===== config.mk =====
export PLATFORM = sky130hd
export DESIGN_NAME = pci_tgt_xfer_ctl
export DESIGN_NICKNAME = d
export VERILOG_FILES = /design/src/rtl/pci_xfer_pkg.sv /design/src/rtl/pci_cmd_decode.sv /design/src/rtl/pci_xfer_policy.sv /design/src/rtl/pci_xfer_track.sv /design/src/rtl/pci_tgt_xfer_ctl.sv
export SDC_FILE = /design/constraint.sdc
export NUM_CORES = 1
export LEC_CHECK = 0
export BUFFER_PORTS_ARGS = -buffer_cell sky130_fd_sc_hd__buf_4
export CORE_AREA = 5 5 42 44
export CTS_CLUSTER_DIAMETER = 80
export DETAILED_ROUTE_END_ITERATION = 6
export DIE_AREA = 0 0 47 49
export PLACE_DENSITY = 0.48
export SYNTH_ARGS = -nofsm -noshare
export SYNTH_HDL_FRONTEND = slang
export SYNTH_HIERARCHICAL = 1
export SYNTH_SLANG_ARGS = --single-unit

===== constraint.sdc =====
create_clock -name clk -period 1.21 [get_ports clk]
set_input_delay 0.242 -clock clk [delete_from_list [all_inputs] [get_ports clk]]
set_output_delay 0.242 -clock clk [all_outputs]
set_load 0.005 [all_outputs]

===== src/rtl/pci_xfer_pkg.sv =====
package pci_xfer_pkg;

  localparam int CMD_W = 4;

  localparam logic [CMD_W-1:0] CMD_MEM_RD      = 4'b0110;
  localparam logic [CMD_W-1:0] CMD_MEM_RD_MULT = 4'b1100;
  localparam logic [CMD_W-1:0] CMD_MEM_RD_LINE = 4'b1110;
  localparam logic [CMD_W-1:0] CMD_MEM_WR_INV  = 4'b1111;

  typedef enum logic [1:0] {
    CLS_NONE  = 2'd0,
    CLS_READ  = 2'd1,
    CLS_WRITE = 2'd2
  } cmd_class_e;

  typedef struct packed {
    logic single_wr;
    logic single_rd;
    logic retry_busy;
    logic line_rd;
    logic wr_burst;
  } xfer_mode_t;

  typedef struct packed {
    logic retry;
    logic disc;
    logic line;
    logic burst;
  } xfer_verdict_t;

  // Reads: I/O, memory, config, memory read multiple, memory read line.
  // Writes: I/O, memory, config, memory write and invalidate.
  function automatic cmd_class_e classify(input logic [CMD_W-1:0] c);
    case (c)
      4'b0010, 4'b0110, 4'b1010, 4'b1100, 4'b1110: classify = CLS_READ;
      4'b0011, 4'b0111, 4'b1011, 4'b1111:          classify = CLS_WRITE;
      default:                                     classify = CLS_NONE;
    endcase
  endfunction

  function automatic logic is_mem_read(input logic [CMD_W-1:0] c);
    return (c == CMD_MEM_RD) || (c == CMD_MEM_RD_MULT) || (c == CMD_MEM_RD_LINE);
  endfunction

  function automatic logic wants_line(input logic [CMD_W-1:0] c);
    return (c == CMD_MEM_RD_MULT) || (c == CMD_MEM_RD_LINE);
  endfunction

endpackage


===== src/rtl/pci_cmd_decode.sv =====
module pci_cmd_decode
  import pci_xfer_pkg::*;
(
  input  logic [CMD_W-1:0] cmd,
  output cmd_class_e       cls,
  output logic             mem_rd,
  output logic             line_cmd,
  output logic             mwi_cmd
);

  always_comb begin
    cls      = classify(cmd);
    mem_rd   = is_mem_read(cmd);
    line_cmd = wants_line(cmd);
    mwi_cmd  = (cmd == CMD_MEM_WR_INV);
  end

endmodule


===== src/rtl/pci_xfer_policy.sv =====
module pci_xfer_policy
  import pci_xfer_pkg::*;
(
  input  cmd_class_e    cls,
  input  logic          mem_rd,
  input  logic          line_cmd,
  input  logic          mwi_cmd,
  input  xfer_mode_t    mode,
  input  logic          wbuf_ne,
  output xfer_verdict_t verdict
);

  logic is_txn;
  logic do_retry;

  always_comb begin
    is_txn   = (cls != CLS_NONE);
    // retry outranks every other response
    do_retry = is_txn && mode.retry_busy && wbuf_ne;

    verdict.retry = do_retry;
    verdict.disc  = !do_retry &&
                    (((cls == CLS_WRITE) && mode.single_wr) ||
                     ((cls == CLS_READ)  && mode.single_rd));
    verdict.line  = !do_retry && mem_rd && (mode.line_rd || line_cmd);
    verdict.burst = !do_retry && mwi_cmd && mode.wr_burst;
  end

endmodule


===== src/rtl/pci_xfer_track.sv =====
module pci_xfer_track
  import pci_xfer_pkg::*;
(
  input  logic          clk,
  input  logic          rst_n,
  input  logic          start,
  input  logic          done,
  input  xfer_verdict_t verdict,
  output logic          retry_q,
  output logic          disc_q,
  output logic          line_q,
  output logic          burst_q
);

  always_ff @(posedge clk or negedge rst_n) begin
    if (!rst_n) begin
      retry_q <= 1'b0;
      disc_q  <= 1'b0;
      line_q  <= 1'b0;
      burst_q <= 1'b0;
    end else begin
      line_q  <= start && verdict.line;
      burst_q <= start && verdict.burst;
      if (start) begin
        retry_q <= verdict.retry;
        disc_q  <= verdict.disc;
      end else if (done) begin
        retry_q <= 1'b0;
        disc_q  <= 1'b0;
      end
    end
  end

  assert_retry_load_R2: assert property (@(posedge clk) disable iff (!rst_n)
    start && verdict.retry |=> retry_q && !disc_q);

  assert_end_clears_R2: assert property (@(posedge clk) disable iff (!rst_n)
    done && !start |=> !retry_q && !disc_q);

  assert_held_stable_R9: assert property (@(posedge clk) disable iff (!rst_n)
    !start && !done |=> $stable(retry_q) && $stable(disc_q));

  assert_pulse_single_R6: assert property (@(posedge clk) disable iff (!rst_n)
    !start |=> !line_q && !burst_q);

endmodule


===== src/rtl/pci_tgt_xfer_ctl.sv =====
module pci_tgt_xfer_ctl
  import pci_xfer_pkg::*;
(
  input  logic             clk,
  input  logic             rst_n,
  input  logic             txn_start,
  input  logic             txn_end,
  input  logic [CMD_W-1:0] txn_cmd,
  input  logic             cfg_single_wr,
  input  logic             cfg_single_rd,
  input  logic             cfg_retry_busy,
  input  logic             cfg_line_rd,
  input  logic             cfg_wr_burst,
  input  logic             wbuf_not_empty,
  output logic             rsp_retry,
  output logic             rsp_disconnect,
  output logic             line_fetch_req,
  output logic             wr_burst_go
);

  cmd_class_e    dec_cls;
  logic          dec_mem_rd;
  logic          dec_line_cmd;
  logic          dec_mwi;
  xfer_mode_t    mode_now;
  xfer_verdict_t verdict_now;

  always_comb begin
    mode_now.single_wr  = cfg_single_wr;
    mode_now.single_rd  = cfg_single_rd;
    mode_now.retry_busy = cfg_retry_busy;
    mode_now.line_rd    = cfg_line_rd;
    mode_now.wr_burst   = cfg_wr_burst;
  end

  pci_cmd_decode u_decode (
    .cmd      (txn_cmd),
    .cls      (dec_cls),
    .mem_rd   (dec_mem_rd),
    .line_cmd (dec_line_cmd),
    .mwi_cmd  (dec_mwi)
  );

  pci_xfer_policy u_policy (
    .cls      (dec_cls),
    .mem_rd   (dec_mem_rd),
    .line_cmd (dec_line_cmd),
    .mwi_cmd  (dec_mwi),
    .mode     (mode_now),
    .wbuf_ne  (wbuf_not_empty),
    .verdict  (verdict_now)
  );

  pci_xfer_track u_track (
    .clk     (clk),
    .rst_n   (rst_n),
    .start   (txn_start),
    .done    (txn_end),
    .verdict (verdict_now),
    .retry_q (rsp_retry),
    .disc_q  (rsp_disconnect),
    .line_q  (line_fetch_req),
    .burst_q (wr_burst_go)
  );

  assert_no_retry_R3: assert property (@(posedge clk) disable iff (!rst_n)
    txn_start && !cfg_retry_busy |=> !rsp_retry);

  assert_retry_prio_R2: assert property (@(posedge clk) disable iff (!rst_n)
    rsp_retry |-> !rsp_disconnect && !line_fetch_req && !wr_burst_go);

  assert_burst_src_R8: assert property (@(posedge clk) disable iff (!rst_n)
    wr_burst_go |-> $past(txn_start) && ($past(txn_cmd) == CMD_MEM_WR_INV)
                    && $past(cfg_wr_burst));

  assert_line_src_R7: assert property (@(posedge clk) disable iff (!rst_n)
    line_fetch_req |-> $past(txn_start) &&
      ($past(txn_cmd) == CMD_MEM_RD_MULT || $past(txn_cmd) == CMD_MEM_RD_LINE ||
       ($past(cfg_line_rd) && $past(txn_cmd) == CMD_MEM_RD)));

  assert_other_quiet_R10: assert property (@(posedge clk) disable iff (!rst_n)
    txn_start && (classify(txn_cmd) == CLS_NONE) |=>
      !rsp_retry && !rsp_disconnect && !line_fetch_req && !wr_burst_go);

endmodule


==> impl_summary.txt, run 1 <==
----------------------------------------------------
[Global route]
  Pin count of the biggest net entering global routing ... 7
  Antenna violations before repair ... 0
  Vias in the first global route ... 270
  Global-route usage over all layers ... 6.073%
  First-pass GRT wire length ... 966 um
  Total overflow reported by the global router ... 0

[Clock tree]
  CTS sink cnt ... 4
  Max Buffers Root-to-Sink ... 2
  TritonCTS clock tree ... done
  Total CTS buffers ... 3
  CTS root buffer ... sky130_fd_sc_hd__clkbuf_4
  Quantity of gates resized following cts ... 0
  Worst-skew pair later-pin latency ... 0.23 ns
  H-tree levels ... 1
  Reg clk slew, reported paths ... 0.04 ns

[Route]
  DRC errors left ... 0
  Remaining antenna violation count ... 0
  Routed length per instance ... 9.108 um
  Via Count ... 255
  1st-pass router iterations ... 3
  Drt first-iter violations ... 2
  Final Routed Wirelength ... 592 um
  Via count normalized by instance count ... 3.923

[Yosys]
  Most numerous cell types in the synthesized netlist ... sky130_fd_sc_hd__nor2_1, sky130_fd_sc_hd__dfrtp_1, sky130_fd_sc_hd__nand2_1
  Cells taking the most area after synthesis ... sky130_fd_sc_hd__dfrtp_1, sky130_fd_sc_hd__nor2_1, sky130_fd_sc_hd__and2_2
  Register area share after synthesis ... 39.22%
  Mapped Avg Cell Area ... 8.802 um^2
  Synthesized netlist net count ... 43
  Most instantiated library cell after synthesis ... sky130_fd_sc_hd__nor2_1
  Share of the synthesized area in the top cell type ... 39.22%
  Top FF cell, synth ... sky130_fd_sc_hd__dfrtp_1
  Count of flip-flops with a built-in enable after synthesis ... 0
  Synthesized netlist cell count ... 29
  Total number of yosys warnings ... 6
  Dominant cell type by area after synthesis ... sky130_fd_sc_hd__dfrtp_1
  Proportion of register bits with asynchronous set or reset after synthesis ... 100.0%
  Number of distinct library cells after synthesis ... 16
  Summed instance area of the synthesized netlist ... 255.2 um^2
  Post-synthesis sequential element count ... 4

[Die]
  Area enclosed by the die boundary ... 0.002303 mm^2
  Chip height ... 49 um
  Die boundary width ... 47 um
  Initial cell density of the core ... 18.21%
  Core Box Area ... 0.001401 mm^2
  Number of top-level pins ... 18
  # rows ... 14

[Worst setup path]
  Required @ worst endpoint ... 0.97 ns
  Setup crit start kind ... flop
  Crit path DAT ... 0.73 ns
  Count of buffer and inverter cells on the critical path ... 1
  Biggest fanout along the worst timing path ... 2
  Slowest stage cell, crit path ... sky130_fd_sc_hd__dfrtp_1
  Chain of cells forming the critical path ... buf_4
  Type of destination of the critical path ... output pin
  Worst Path Class, Setup ... reg -> out
  Slowest cell delay on critical path ... 0.37 ns
  Cell type group with the largest total delay on the critical path ... flip-flops

[Final layout]
  Share of the core filled with cells in the final layout ... 30.54%
  N_diodes ... 0
  Fill cells ... 165
  Finished Layout Cells ... 65
  Layout cells sized above 1 ... 51.02%
  Area added between synthesis and finish ... 67.65%
  Net count, final ... 65

[Timing]
  Setup-violating endpoint count in the final report ... 0
  Final cycle utilization of the critical path ... 80.18%
  Final critical path time including I/O delays and setup ... 0.9702 ns
  Final Hold Fails ... 0
  Worst slew pin tran ... 0.1726 ns
  Final slew viol count ... 0
  Fmax ... 1031 MHz
  Fin Clk Skew ... 0 ns
  Total negative slack for setup checks ... 0 ns
  Setup repair after global routing missed its margin ... false
  Post-Route Hold Slack ... 0.1919 ns
  Max-slew headroom at the worst pin ... 88.37%

[Pwr]
  Power Total ... 378.6 uW
  Largest vdd supply drop ... 0.2278 mV
  Leakage power total ... 0.2211 nW
  PD cells ... 884.7 mW/mm^2

[Run status]
  Status ... complete, no violations

[Placement]
  Gpl congestion ... 0.6186
  Buffers added on ports ... 17
  Placed instance count ... 61

[Flow run]
  Number of maximum-capacitance constraint violations ... 0

[Min path]
  HP Class ... in -> reg

----------------------------------------------------
[per-layer routing]
layer	wire length, um	share of wire [%]	global-route usage, %	vias up
met5	0	0	0	-
met4	0	0	6.912	0
met3	57	9.6	1.476	0
met2	270	46	7.692	13
met1	265	45	7.317	105
li1	-	-	-	137
[cells by family (layout without fill, tap and decap cells)]
logic type             count (synthesis)  count (layout)  synth area share (%)
AOI/OAI and AO/OA                      6               6                 16.17
buffers and inverters                  1              21                 2.942
DFF                                    4               4                 39.22
and+or+nand+nor                       18              18                 41.66
[cell type report]
cell class | instances | area (um^2) | area share [%]
Clock buffer | 3 | 22.52 | 5.263
Multi-Input combinational cell | 24 | 147.6 | 34.50
Sequential cell | 4 | 100.1 | 23.39
Tap cell | 16 | 20.02 | 4.678
Timing Repair Buffer | 18 | 137.6 | 32.16
[cells in the final DEF (no fill, tap or decap)]
master and count:
sky130_fd_sc_hd__nor3b_1 1, sky130_fd_sc_hd__o21ai_2 1, sky130_fd_sc_hd__dlygate4sd3_1 1, sky130_fd_sc_hd__nor2b_4 1, sky130_fd_sc_hd__a22oi_1 1, sky130_fd_sc_hd__nand2_1 4, sky130_fd_sc_hd__a21oi_1 1, sky130_fd_sc_hd__and2_2 2
sky130_fd_sc_hd__clkbuf_4 3, sky130_fd_sc_hd__o211a_1 1, sky130_fd_sc_hd__nor2_1 5, sky130_fd_sc_hd__nand2b_1 2, sky130_fd_sc_hd__o21ai_1 1, sky130_fd_sc_hd__and2_4 1, sky130_fd_sc_hd__nand3b_1 2, sky130_fd_sc_hd__o21ai_0 1
sky130_fd_sc_hd__buf_4 17, sky130_fd_sc_hd__dfrtp_1 4
[per-stage QoR]
| step | cell area [um^2] | setup WS (ns) |
|---|---|---|
| 2_1_floorplan | 255.2 | 0.2010 |
| 3_3_place_gp | 395.4 | 0.07670 |
| 3_5_place_dp | 395.4 | 0.08283 |
| 4_1_cts | 427.9 | 0.2219 |
| 5_1_grt | 427.9 | 0.1984 |
| 6_report | 427.9 | 0.2398 |
[registers in the layout, summed over array words and instances, names as in the netlist]
name and flops:
u_track/burst_q 1, u_track/disc_q 1, u_track/line_q 1, u_track/retry_q 1
[report_power, final]
group          internal [mW]  total, mW  switching [mW]
clock network          0.111      0.159          0.0487
logic                 0.0495     0.0786          0.0292
registers              0.139      0.141         0.00179
total                  0.299      0.379          0.0796
[worst paths after layout]
kind,from,to,slack [ns],cells after the start
worst max-delay path,u_track/disc_q$_DFFE_PN0P_,rsp_disconnect,0.24,1
worst min-delay path,txn_end,u_track/retry_q$_DFFE_PN0P_,0.19,2
worst max register to register,u_track/retry_q$_DFFE_PN0P_,u_track/retry_q$_DFFE_PN0P_,0.60,2
worst min register to register,u_track/retry_q$_DFFE_PN0P_,u_track/retry_q$_DFFE_PN0P_,0.53,2
max in group asynchronous,rst_n,u_track/line_q$_DFF_PN0_,0.76,2
min in group asynchronous,rst_n,u_track/retry_q$_DFFE_PN0P_,0.35,2
[timing repair]
action / 4_1_cts / 5_1_grt
setup endpoints to repair: 0 / 0
setup buffers: 0 / 0
hold endpoints to repair: 4 / 0
hold buffers: 1 / 0
No activity file was read; power rests on OpenSTA's default activity.
==> inputs of run 2 (changes only) <==
--- a/config.mk
+++ b/config.mk
@@ -10,7 +10,7 @@
 export CTS_CLUSTER_DIAMETER = 80
 export DETAILED_ROUTE_END_ITERATION = 6
 export DIE_AREA = 0 0 47 49
-export PLACE_DENSITY = 0.48
+export PLACE_DENSITY = 0.49
 export SYNTH_ARGS = -nofsm -noshare
 export SYNTH_HDL_FRONTEND = slang
 export SYNTH_HIERARCHICAL = 1
==> constraint.sdc (replaced) <==
create_clock -name clk -period 0.85 [get_ports clk]
set_input_delay 0.17 -clock clk [delete_from_list [all_inputs] [get_ports clk]]
set_output_delay 0.17 -clock clk [all_outputs]
set_load 0.005 [all_outputs]
==> run 2 against run 1 <==
- the flow now finishes with violations (negative setup slack)
- global-route usage rose by 0.62 points
- flip-flop and latch count did not move
- final cell count rose by 4.6%
- via count rose by 9.8%
- critical path depth did not move
- sequential power rose by 43%
- clock power rose by 44%
- die area did not move
- setup slack got worse by 0.28 ns
- wire length rose by 3.9%
- non-clock buffer count rose by 3
- critical endpoint is now rsp_retry
- largest cell class is now non-clock buffers
==> impl_summary.txt, run 2 (synthesized netlist as in run 1, its figures left out) <==
----------------------------------------------------
[Worst setup path]
  Biggest fanout along the worst timing path ... 2
  Cell type group with the largest total delay on the critical path ... flip-flops
  Crit path DAT ... 0.72 ns
  Slowest stage cell, crit path ... sky130_fd_sc_hd__dfrtp_1
  Setup crit start kind ... flop
  Chain of cells forming the critical path ... buf_6
  Worst Path Class, Setup ... reg -> out
  Count of buffer and inverter cells on the critical path ... 1
  Required @ worst endpoint ... 0.68 ns
  Slowest cell delay on critical path ... 0.38 ns
  Type of destination of the critical path ... output pin

[Placement]
  Gpl congestion ... 0.6246
  DP Worst Slack ... -0.1851 ns
  Half-perimeter wire length of the detailed placement result ... 528.5 um
  Buffers added on ports ... 17
  Placed instance count ... 63

[Route]
  Remaining antenna violation count ... 0
  DRC errors left ... 0
  1st-pass router iterations ... 1
  Via count normalized by instance count ... 4.118
  Via Count ... 280
  Final Routed Wirelength ... 615 um
  Drt first-iter violations ... 0
  Routed length per instance ... 9.044 um

[Clock tree]
  TritonCTS clock tree ... done
  Reg clk slew, reported paths ... 0.04 ns
  Worst-skew pair later-pin latency ... 0.23 ns
  CTS sink cnt ... 4
  H-tree levels ... 1
  Total CTS buffers ... 3
  CTS root buffer ... sky130_fd_sc_hd__clkbuf_4
  Max Buffers Root-to-Sink ... 2

[Global route]
  Pin count of the biggest net entering global routing ... 7
  Global-route usage over all layers ... 6.695%
  Total overflow reported by the global router ... 0
  Antenna violations before repair ... 0
  Vias in the first global route ... 269
  First-pass GRT wire length ... 1014 um

[Final layout]
  N_diodes ... 0
  Fill cells ... 160
  Multi-input logic area ... 155.1 um^2
  Layout cells sized above 1 ... 57.69%
  Net count, final ... 68
  Commonest cells after routing, fill and taps aside ... sky130_fd_sc_hd__buf_4, sky130_fd_sc_hd__nor2_1, sky130_fd_sc_hd__buf_6, sky130_fd_sc_hd__dfrtp_1
  Sequential cell area ... 100.1 um^2
  Finished Layout Cells ... 68
  Most common cell after layout, fill and taps aside ... sky130_fd_sc_hd__buf_4
  Area added between synthesis and finish ... 85.29%

[Die]
  # rows ... 14
  Area enclosed by the die boundary ... 0.002303 mm^2
  Core Box Area ... 0.001401 mm^2
  Die boundary width ... 47 um
  Number of top-level pins ... 18
  Chip height ... 49 um
  Initial cell density of the core ... 18.21%

[Timing]
  Fmax ... 1117 MHz
  Final slew viol count ... 0
  Post-Route Hold Slack ... 0.1161 ns
  Fin worst setup slack ... -0.04489 ns
  Setup-violating endpoint count in the final report ... 4
  Final Hold Fails ... 0
  Max-slew headroom at the worst pin ... 88.40%
  Final cycle utilization of the critical path ... 105.3%
  Final critical path time including I/O delays and setup ... 0.8949 ns
  Total negative slack for setup checks ... -0.1314 ns
  Fin Clk Skew ... 0 ns
  Worst slew pin tran ... 0.1722 ns
  Setup repair after global routing missed its margin ... true

[Pwr]
  PD cells ... 1186 mW/mm^2
  Leakage power total ... 0.2392 nW
  Largest vdd supply drop ... 0.3346 mV

[Run status]
  Status ... complete, but fails checks
  Failing checks ... negative setup slack

[Min path]
  HP Class ... in -> reg

[Flow run]
  Number of maximum-capacitance constraint violations ... 0

----------------------------------------------------
## run 2: cell types whose count changed in the layout (fill, tap and decap cells not counted)
cell / delta
sky130_fd_sc_hd__a21oi_1: -1
sky130_fd_sc_hd__a21oi_2: +1
sky130_fd_sc_hd__and2_2: -1
sky130_fd_sc_hd__and2_4: +1
sky130_fd_sc_hd__buf_4: -1
sky130_fd_sc_hd__buf_6: +4
sky130_fd_sc_hd__nand2_1: -1
sky130_fd_sc_hd__nand2_2: +1
## run 2: power by group
group | internal [mW] | switching [mW] | leakage (nW)
clock | 0.158 | 0.0719 | 0.0138
sequential | 0.198 | 0.00351 | 0.0549
combinational | 0.0841 | 0.0461 | 0.170
total | 0.439 | 0.122 | 0.239
## run 2: worst reg2reg max path: stages, from the launching register on
cell and delay [ns]:
sky130_fd_sc_hd__dfrtp_1 0.37, sky130_fd_sc_hd__buf_4 0.13, sky130_fd_sc_hd__nand2b_1 0.06, sky130_fd_sc_hd__o21ai_1 0.05
## run 2: final timing paths
kind / depth (start not counted) / start / slack [ns] / endpoint
max: 1 / u_track/retry_q$_DFFE_PN0P_ / -0.04 / rsp_retry
min: 2 / txn_end / 0.12 / u_track/retry_q$_DFFE_PN0P_
max reg2reg: 3 / u_track/disc_q$_DFFE_PN0P_ / 0.12 / u_track/disc_q$_DFFE_PN0P_
min reg2reg: 2 / u_track/retry_q$_DFFE_PN0P_ / 0.56 / u_track/retry_q$_DFFE_PN0P_
max in group asynchronous: 2 / rst_n / 0.48 / u_track/line_q$_DFF_PN0_
min in group asynchronous: 2 / rst_n / 0.27 / u_track/disc_q$_DFFE_PN0P_
## run 2: timing repair
item / in CTS / in global routing
setup endpoints to repair: 4 / 4
hold buffers: 1 / 0
setup buffers: 1 / 0
endpoints found under the hold margin: 4 / 0
gates cloned: 0 / 0
gates resized for setup: 4 / 0
## run 2: stage by stage
stage / area, um^2 / utilization (%) / power [mW]
floorplan: 266.5 / - / 0.2457
global placement: 417.9 / 29.82 / 0.3229
detailed placement: 417.9 / 29.82 / 0.3237
CTS: 473.0 / 33.75 / 0.5782
global route: 473.0 / 33.75 / 0.6085
finish: 473.0 / 33.75 / 0.5610
## run 2: per-layer routing
layer / track usage (%) / part of all wire [%]
met1: 9.031 / 43
met2: 6.561 / 39
met3: 1.476 / 12
met4: 9.677 / 5.9
met5: 0 / 0
## run 2: area by class of cell
class	count	share of cell area, %
tap	16	4.233
sequential	4	21.16
clock buffer	3	4.762
multi-input combinational	24	32.80
timing repair buffer	21	37.04
==> inputs of run 3 (changes only) <==
--- a/config.mk
+++ b/config.mk
@@ -7,10 +7,12 @@
 export LEC_CHECK = 0
 export BUFFER_PORTS_ARGS = -buffer_cell sky130_fd_sc_hd__buf_4
 export CORE_AREA = 5 5 42 44
+export CTS_BUF_LIST = sky130_fd_sc_hd__clkbuf_2
 export CTS_CLUSTER_DIAMETER = 80
 export DETAILED_ROUTE_END_ITERATION = 6
 export DIE_AREA = 0 0 47 49
 export PLACE_DENSITY = 0.49
+export SLEW_MARGIN = 10
 export SYNTH_ARGS = -nofsm -noshare
 export SYNTH_HDL_FRONTEND = slang
 export SYNTH_HIERARCHICAL = 1
==> run 3 against run 2 <==
- the flow still finishes with violations (negative setup slack)
- flip-flop and latch count unchanged
- register-to-register slack about the same
- final cell count unchanged
- die area unchanged
- via count down 1.4%
- sequential share of layout area up 0.34 points
- critical path type unchanged
==> impl_summary.txt, run 3 (synthesized netlist as in run 1, its figures left out) <==
----------------------------------------------------
[Placement]
  Gpl congestion ... 0.6246
  Half-perimeter wire length of the detailed placement result ... 528.5 um
  Buffers added on ports ... 17

[Die]
  Die boundary width ... 47 um
  # rows ... 14
  Area enclosed by the die boundary ... 0.002303 mm^2
  Chip height ... 49 um
  Number of top-level pins ... 18
  Initial cell density of the core ... 18.21%
  Core Box Area ... 0.001401 mm^2

[Timing]
  Total negative slack for setup checks ... -0.02533 ns
  Final critical path time including I/O delays and setup ... 0.8643 ns
  Setup repair after global routing missed its margin ... true
  Max-slew headroom at the worst pin ... 88.40%
  Setup-violating endpoint count in the final report ... 2
  Fmax ... 1157 MHz
  Fin Clk Skew ... 0 ns
  Final Hold Fails ... 0
  Final cycle utilization of the critical path ... 101.7%
  Final slew viol count ... 0
  Fin worst setup slack ... -0.01428 ns
  Worst slew pin tran ... 0.1722 ns

[Route]
  Drt first-iter violations ... 0
  DRC errors left ... 0
  Max layer used ... met4
  Routed length per instance ... 8.985 um
  Via Count ... 276
  Via count normalized by instance count ... 4.059
  Wire length on met2 ... 257 um
  Final Routed Wirelength ... 611 um
  Remaining antenna violation count ... 0
  WL met1 ... 261 um
  Detail Route met3 WL ... 72 um
  1st-pass router iterations ... 1

[Final layout]
  Layout cells sized above 1 ... 57.69%
  Commonest cells after routing, fill and taps aside ... sky130_fd_sc_hd__buf_4, sky130_fd_sc_hd__nor2_1, sky130_fd_sc_hd__buf_6, sky130_fd_sc_hd__dfrtp_1
  Share of the core filled with cells in the final layout ... 33.21%
  N_diodes ... 0
  Fill cells ... 163
  Area added between synthesis and finish ... 82.35%
  Most common cell after layout, fill and taps aside ... sky130_fd_sc_hd__buf_4
  Net count, final ... 68

[Clock tree]
  Worst-skew pair later-pin latency ... 0.20 ns
  H-tree levels ... 1
  TritonCTS clock tree ... done
  CTS root buffer ... sky130_fd_sc_hd__clkbuf_2
  Total CTS buffers ... 3
  Reg clk slew, reported paths ... 0.04 ns
  CTS sink cnt ... 4
  Max Buffers Root-to-Sink ... 2

[Worst setup path]
  Biggest fanout along the worst timing path ... 2
  Cell type group with the largest total delay on the critical path ... flip-flops
  Slowest cell delay on critical path ... 0.38 ns
  Required @ worst endpoint ... 0.68 ns
  Count of buffer and inverter cells on the critical path ... 1
  Slowest stage cell, crit path ... sky130_fd_sc_hd__dfrtp_1
  Setup crit start kind ... flop
  Type of destination of the critical path ... output pin
  Crit path DAT ... 0.69 ns
  Chain of cells forming the critical path ... buf_6
  Worst Path Class, Setup ... reg -> out

[Min path]
  HP Class ... in -> reg

[Pwr]
  Largest vdd supply drop ... 0.3059 mV
  PD cells ... 1065 mW/mm^2
  Leakage power total ... 0.2378 nW

[Run status]
  Failing checks ... negative setup slack
  Status ... complete, but fails checks

[Global route]
  First-pass GRT wire length ... 1014 um
  Pin count of the biggest net entering global routing ... 7
  Vias in the first global route ... 269
  Total overflow reported by the global router ... 0
  Global-route usage over all layers ... 6.695%
  Antenna violations before repair ... 0

[Flow run]
  Number of maximum-capacitance constraint violations ... 0

----------------------------------------------------
==> run 3: repair_timing <==
| action | CTS | global route |
|---|---|---|
| resized for setup | 4 | 0 |
| buffers inserted | 1 | 0 |
| endpoints found under the hold margin | 4 | 0 |
| endpoints found under the setup margin | 4 | 4 |
| hold buffers | 1 | 0 |
==> run 3: stage by stage <==
stage	total power, mW	instance area (um^2)	cells	hold slack (ns)	setup WS (ns)
after floorplan	0.2457	266.5	29	-0.1256	-0.03069
after global placement	0.3229	417.9	63	-0.03213	-0.1827
after detailed placement	0.3237	417.9	63	-0.03181	-0.1851
after CTS	0.5137	465.4	68	0.1308	-0.03949
after global routing	0.5455	465.4	68	0.1292	-0.06817
final	0.4955	465.4	68	0.1478	-0.01428
==> run 3: path summary, 6_finish.rpt <==
kind	slack [ns]	startpoint	cells after the start	to
worst min-delay path	0.15	txn_end	2	u_track/retry_q$_DFFE_PN0P_
worst max-delay path	-0.01	u_track/retry_q$_DFFE_PN0P_	1	rsp_retry
worst min register to register	0.56	u_track/retry_q$_DFFE_PN0P_	2	u_track/retry_q$_DFFE_PN0P_
min in group asynchronous	0.30	rst_n	2	u_track/disc_q$_DFFE_PN0P_
max in group asynchronous	0.45	rst_n	2	u_track/line_q$_DFF_PN0_
worst max register to register	0.12	u_track/disc_q$_DFFE_PN0P_	3	u_track/disc_q$_DFFE_PN0P_
==> run 3: final cells by class <==
cell class | count | area (um^2) | area share (%)
sequential | 4 | 100.1 | 21.51
tap | 16 | 20.02 | 4.301
timing repair buffer | 21 | 175.2 | 37.63
multi-input combinational | 24 | 155.1 | 33.33
clock buffer | 3 | 15.01 | 3.226
==> run 3: metal layers <==
metal  vias up  track usage, %
met2        18           6.561
met1       111           9.031
met3         2           1.476
met5         -               0
li1        145               -
met4         0           9.677
==> run 3: power breakdown <==
| part | switching [mW] | internal (mW) |
|---|---|---|
| sequential | 0.00351 | 0.198 |
| clock | 0.0694 | 0.0948 |
| combinational | 0.0460 | 0.0841 |
